===== src/rtl/trig_pkg.sv =====
package trig_pkg;
  localparam int TRIG_PAIRS = 5;
  localparam int TRIG_NUM   = 2 * TRIG_PAIRS;
  localparam int IDX_W      = $clog2(TRIG_NUM);
  localparam int CFG_W      = 3;
  localparam int CFG_EN_BIT    = 0;
  localparam int CFG_TIM_BIT   = 1;
  localparam int CFG_CHAIN_BIT = 2;

  typedef enum logic [1:0] {ROLE_FETCH = 2'd0, ROLE_STORE = 2'd1, ROLE_LOAD = 2'd2} trigRole_e;

  typedef struct packed {
    logic             entryWr;
    logic             chainWr;
    logic [IDX_W-1:0] idx;
    logic             enVal;
    logic             timVal;
    logic             chainVal;
  } cfgStrobe_t;

  function automatic trigRole_e roleOf(input int k);
    int grp;
    grp = (k / 2) % 5;
    case (grp)
      0: roleOf = ROLE_FETCH;
      1: roleOf = ROLE_STORE;
      2: roleOf = ROLE_LOAD;
      3: roleOf = (k % 2 == 0) ? ROLE_FETCH : ROLE_STORE;
      default: roleOf = (k % 2 == 0) ? ROLE_FETCH : ROLE_LOAD;
    endcase
  endfunction

  function automatic bit chainForbidden(input int p);
    chainForbidden = (roleOf(2*p) == ROLE_STORE) && (roleOf(2*p+1) == ROLE_STORE);
  endfunction
endpackage


===== src/rtl/trig_cfg_ctrl.sv =====
module trig_cfg_ctrl
  import trig_pkg::*;
#(
  parameter int NUM_PAIRS = TRIG_PAIRS
) (
  input  logic             cfgWrValid,
  input  logic [IDX_W-1:0] cfgWrIdx,
  input  logic [CFG_W-1:0] cfgWrData,
  output cfgStrobe_t       strobe
);
  localparam int NumTrig = 2 * NUM_PAIRS;

  logic inRange;
  assign inRange = ({1'b0, cfgWrIdx} < (IDX_W+1)'(NumTrig));

  always_comb begin
    strobe.entryWr  = cfgWrValid && inRange;
    strobe.chainWr  = cfgWrValid && inRange && !cfgWrIdx[0];
    strobe.idx      = cfgWrIdx;
    strobe.enVal    = cfgWrData[CFG_EN_BIT];
    strobe.timVal   = cfgWrData[CFG_TIM_BIT];
    strobe.chainVal = cfgWrData[CFG_CHAIN_BIT];
  end
endmodule


===== src/rtl/trig_fire_dp.sv =====
module trig_fire_dp
  import trig_pkg::*;
#(
  parameter int NUM_PAIRS = TRIG_PAIRS
) (
  input  logic                   clk,
  input  logic                   rstN,
  input  cfgStrobe_t             strobe,
  input  logic [2*NUM_PAIRS-1:0] hitVec,
  output logic [2*NUM_PAIRS-1:0] fireVec,
  output logic [2*NUM_PAIRS-1:0] enVec,
  output logic [2*NUM_PAIRS-1:0] timVec,
  output logic [NUM_PAIRS-1:0]   chainVec,
  output logic                   fireNow,
  output logic                   fireNext,
  output logic                   fetchHit,
  output logic                   memHit
);
  localparam int NumTrig = 2 * NUM_PAIRS;

  logic [NumTrig-1:0] fetchMask;

  for (genvar k = 0; k < NumTrig; k++) begin : g_trig
    assign fetchMask[k] = (roleOf(k) == ROLE_FETCH);
    always_ff @(posedge clk or negedge rstN) begin
      if (!rstN) begin
        enVec[k]  <= 1'b0;
        timVec[k] <= 1'b0;
      end else if (strobe.entryWr && (strobe.idx == IDX_W'(k))) begin
        enVec[k]  <= strobe.enVal;
        timVec[k] <= strobe.timVal;
      end
    end
  end

  for (genvar p = 0; p < NUM_PAIRS; p++) begin : g_pair
    logic qualA, qualB, both;
    if (chainForbidden(p)) begin : g_nochain
      assign chainVec[p] = 1'b0;
    end else begin : g_chain
      always_ff @(posedge clk or negedge rstN) begin
        if (!rstN)
          chainVec[p] <= 1'b0;
        else if (strobe.chainWr && (strobe.idx == IDX_W'(2*p)))
          chainVec[p] <= strobe.chainVal;
      end
    end
    assign qualA = hitVec[2*p]   & enVec[2*p];
    assign qualB = hitVec[2*p+1] & enVec[2*p+1];
    assign both  = qualA & qualB & (timVec[2*p] == timVec[2*p+1]);
    assign fireVec[2*p]   = chainVec[p] ? both : qualA;
    assign fireVec[2*p+1] = chainVec[p] ? both : qualB;
  end

  assign fireNow  = |(fireVec & ~timVec);
  assign fireNext = |(fireVec & timVec);
  assign fetchHit = |(fireVec & fetchMask);
  assign memHit   = |(fireVec & ~fetchMask);
endmodule


===== src/rtl/trig_resolver.sv =====
module trig_resolver
  import trig_pkg::*;
#(
  parameter int NUM_PAIRS = TRIG_PAIRS
) (
  input  logic                   clk,
  input  logic                   rstN,
  input  logic                   cfgWrValid,
  input  logic [IDX_W-1:0]       cfgWrIdx,
  input  logic [CFG_W-1:0]       cfgWrData,
  input  logic [2*NUM_PAIRS-1:0] hitVec,
  output logic [2*NUM_PAIRS-1:0] fireVec,
  output logic                   fireNow,
  output logic                   fireNext,
  output logic                   fetchHit,
  output logic                   memHit,
  output logic                   anyHit
);
  cfgStrobe_t                 strobe;
  logic [2*NUM_PAIRS-1:0]     enVec;
  logic [2*NUM_PAIRS-1:0]     timVec;
  logic [NUM_PAIRS-1:0]       chainVec;

  trig_cfg_ctrl #(.NUM_PAIRS(NUM_PAIRS)) u_ctrl (
    .cfgWrValid(cfgWrValid), .cfgWrIdx(cfgWrIdx), .cfgWrData(cfgWrData), .strobe(strobe)
  );

  trig_fire_dp #(.NUM_PAIRS(NUM_PAIRS)) u_dp (
    .clk(clk), .rstN(rstN), .strobe(strobe), .hitVec(hitVec), .fireVec(fireVec),
    .enVec(enVec), .timVec(timVec), .chainVec(chainVec), .fireNow(fireNow),
    .fireNext(fireNext), .fetchHit(fetchHit), .memHit(memHit)
  );

  assign anyHit = fetchHit | memHit;
endmodule


===== config.mk =====
export PLATFORM = sky130hd
export DESIGN_NAME = trig_resolver
export DESIGN_NICKNAME = d
export VERILOG_FILES = /design/src/rtl/trig_pkg.sv /design/src/rtl/trig_cfg_ctrl.sv /design/src/rtl/trig_fire_dp.sv /design/src/rtl/trig_resolver.sv
export SDC_FILE = /design/constraint.sdc
export NUM_CORES = 1
export LEC_CHECK = 0
export ABC_AREA = 1
export BUFFER_PORTS_ARGS = -buffer_cell sky130_fd_sc_hd__buf_2
export CAP_MARGIN = 10
export CELL_PAD_IN_SITES_DETAIL_PLACEMENT = 0
export CELL_PAD_IN_SITES_GLOBAL_PLACEMENT = 2
export CORE_MARGIN = 8
export CORE_UTILIZATION = 31
export DETAILED_ROUTE_END_ITERATION = 10
export PLACE_DENSITY_LB_ADDON = 0.05
export SYNTH_ARGS = -nofsm -noshare
export SYNTH_HDL_FRONTEND = slang
export SYNTH_HIERARCHICAL = 1
export SYNTH_SLANG_ARGS = --single-unit

===== constraint.sdc =====
create_clock -name clk -period 2.9 [get_ports clk]
set_clock_uncertainty 0.1 [all_clocks]
set_input_delay 0.29 -clock clk [delete_from_list [all_inputs] [get_ports clk]]
set_output_delay 0.29 -clock clk [all_outputs]
set_load 0.02 [all_outputs]

==> impl_metrics.env <==
export IMPL_dpl_cell_area_um2=1670
export IMPL_cts_setup_buffers=0
export IMPL_coreArea_um2=4690
export IMPL_drive_gt1_frac=0.245
export IMPL_grt_pass1_wl_um=6550
export IMPL_syn_num_nets=235
export IMPL_grt_setup_unrepaired="false"
export IMPL_rows=25
export IMPL_setup_viol=0
export IMPL_whs_endpoint="u_dp/chainVec[3]"
export IMPL_cp_slowest_stage_delay_ns=0.40
export IMPL_die_x_um=85.5
export IMPL_tns_ns=0
export IMPL_cts_buffer_depth=2
export IMPL_crit_chain="inv_1, nand2_1, nand2_1, nand2_1, nand2_2, nor3_1, nand2_1, inv_1, nand2_1, buf_2"
export IMPL_clock_sinks=24
export IMPL_timing_rr_start="u_dp/timVec[0]"
export IMPL_layout_commonest_cell="nand2_1"
export IMPL_r2r_cells=2
export IMPL_critPathLaunchType="flop"
export IMPL_p_leak_nw=0.914
export IMPL_required_ns=2.51
export IMPL_worst_hold_path_type="input pin to flop"
export IMPL_grtUsageTotal=0.110
export IMPL_vias=1393
export IMPL_antenna_left=0
export IMPL_p_per_area_nw_per_um2=607
export IMPL_whs_path_depth=3
export IMPL_hpwl_um=3180
export IMPL_syn2layout_area_growth_pct=15.7
export IMPL_post_place_ws_ns=1.16
export IMPL_initial_core_util=0.319
export IMPL_clk_pin_slew_ns=0.08
export IMPL_post_route_period_util=0.692
export IMPL_die_area_um2=7320
export IMPL_min_delay_start="cfgWrData[2]"
export IMPL_regArea_um2=601
export IMPL_cts_buffers=3
export IMPL_multi_input_area_um2=733
export IMPL_io_pins=35
export IMPL_fin_crit_ns=2.01
export IMPL_port_buffers=34
export IMPL_crit_slowest_cell="dfrtp_1"
export IMPL_yosysWarnings=6
export IMPL_wl_um=3830
export IMPL_h_tree_depth=1
export IMPL_diodes=0
export IMPL_grt_max_degree=25
export IMPL_rrSetupSlack_ns=2.09
export IMPL_max_freq_ghz=0.498
export IMPL_critical_path_class="flop to primary output"
export IMPL_antenna_found_initial=0
export IMPL_arrival_ns=1.62
export IMPL_maxSlewViolCount=0
export IMPL_setup_ws_ns=0.893
export IMPL_root_buffer="clkbuf_8"
export IMPL_cts_repair_resize_count=0
export IMPL_outcome="finished, final reports clean"
export IMPL_nets=266
export IMPL_peakVddDrop_mv=0.169
export IMPL_nFillCells=521
export IMPL_end_kind="primary output"
export IMPL_syn_inst=215
export IMPL_place_gp_congestion=0.742
export IMPL_clkLatencyLatePin_ns=0.26
export IMPL_critPathMostFrequentCell="nand2_1"
export IMPL_die_h_um=85.5
export IMPL_most_common_layout_cells="83 x nand2_1, 34 x buf_2, 24 x dfrtp_1, 22 x inv_1, 16 x nand3_1"
export IMPL_path_max_fanout=4
export IMPL_crit_buf_inv=3
export IMPL_stdcell_area_um2=1730
export IMPL_hold_viol=0
export IMPL_r2r_end="u_dp/timVec[0]"
export IMPL_syn_area_um2=1500
export IMPL_tritoncts="done"
export IMPL_cts_hold_buffers=1
export IMPL_tightest_slew_ns=0.559
export IMPL_cpLargestDelayFamily="simple AND/OR/NAND/NOR gates"
export IMPL_route_detailed_drc=0
export IMPL_vias_per_cell=4.66
export IMPL_syn_area_per_cell_um2=6.97
export IMPL_grt_pass1_vias=1453
export IMPL_drv_cap=0
export IMPL_grt_ovfl_total=0
export IMPL_drt_pass1_iter_count=4
export IMPL_drt_iter0_markers=41
export IMPL_wl_per_cell_um=12.8
export IMPL_hold_ws_ns=0.233
export IMPL_slew_headroom=0.627
power by group:
part           switching [W]  internal (W)
logic               0.000240      0.000130
clock network       0.000103      0.000121
registers          0.0000576      0.000402
total               0.000400      0.000653
area by class of cell:
| cell class | count | area share |
|---|---|---|
| tap | 54 | 0.0390 |
| inverter | 26 | 0.0563 |
| timing repair buffer | 35 | 0.104 |
| clock buffer | 4 | 0.0317 |
| sequential | 24 | 0.346 |
| multi-input combinational | 156 | 0.423 |
worst max-delay path by stage:
stage | cells past startpoint | slack (ns) | from | to
floorplan | 8 | 1.12 | u_dp/timVec[9] | anyHit
global route | 10 | 0.67 | u_dp/timVec[4] | anyHit
CTS | 10 | 0.86 | u_dp/timVec[4] | anyHit
global placement | 10 | 1.21 | u_dp/timVec[4] | anyHit
detailed placement | 10 | 1.16 | u_dp/timVec[4] | anyHit
finish | 10 | 0.89 | u_dp/timVec[4] | anyHit
state kept, by name (all words and copies together), names as in the netlist:
| name | count |
|---|---|
| u_dp/timVec | 10 |
| u_dp/enVec | 10 |
| u_dp/chainVec | 4 |
worst reg2reg max path: stages, from the launching register on:
cell,delay [ns]
dfrtp_1,0.42
nand2_1,0.08
o21ai_0,0.09
per-layer routing:
layer | share of wire | global-route usage
met1 | 0.50 | 0.140
met2 | 0.45 | 0.185
met3 | 0.041 | 0.0229
met4 | 0.011 | 0.0271
met5 | 0 | 0
stage by stage:
| step | util | total power, W | instances |
|---|---|---|---|
| after floorplan | - | 0.000724 | 215 |
| after global placement | 0.356 | 0.000830 | 294 |
| after detailed placement | 0.356 | 0.000842 | 294 |
| after CTS | 0.370 | 0.00107 | 299 |
| after global routing | 0.370 | 0.00114 | 299 |
| final | 0.370 | 0.00105 | 299 |
Note: power is estimated with default switching activity, not from simulation.
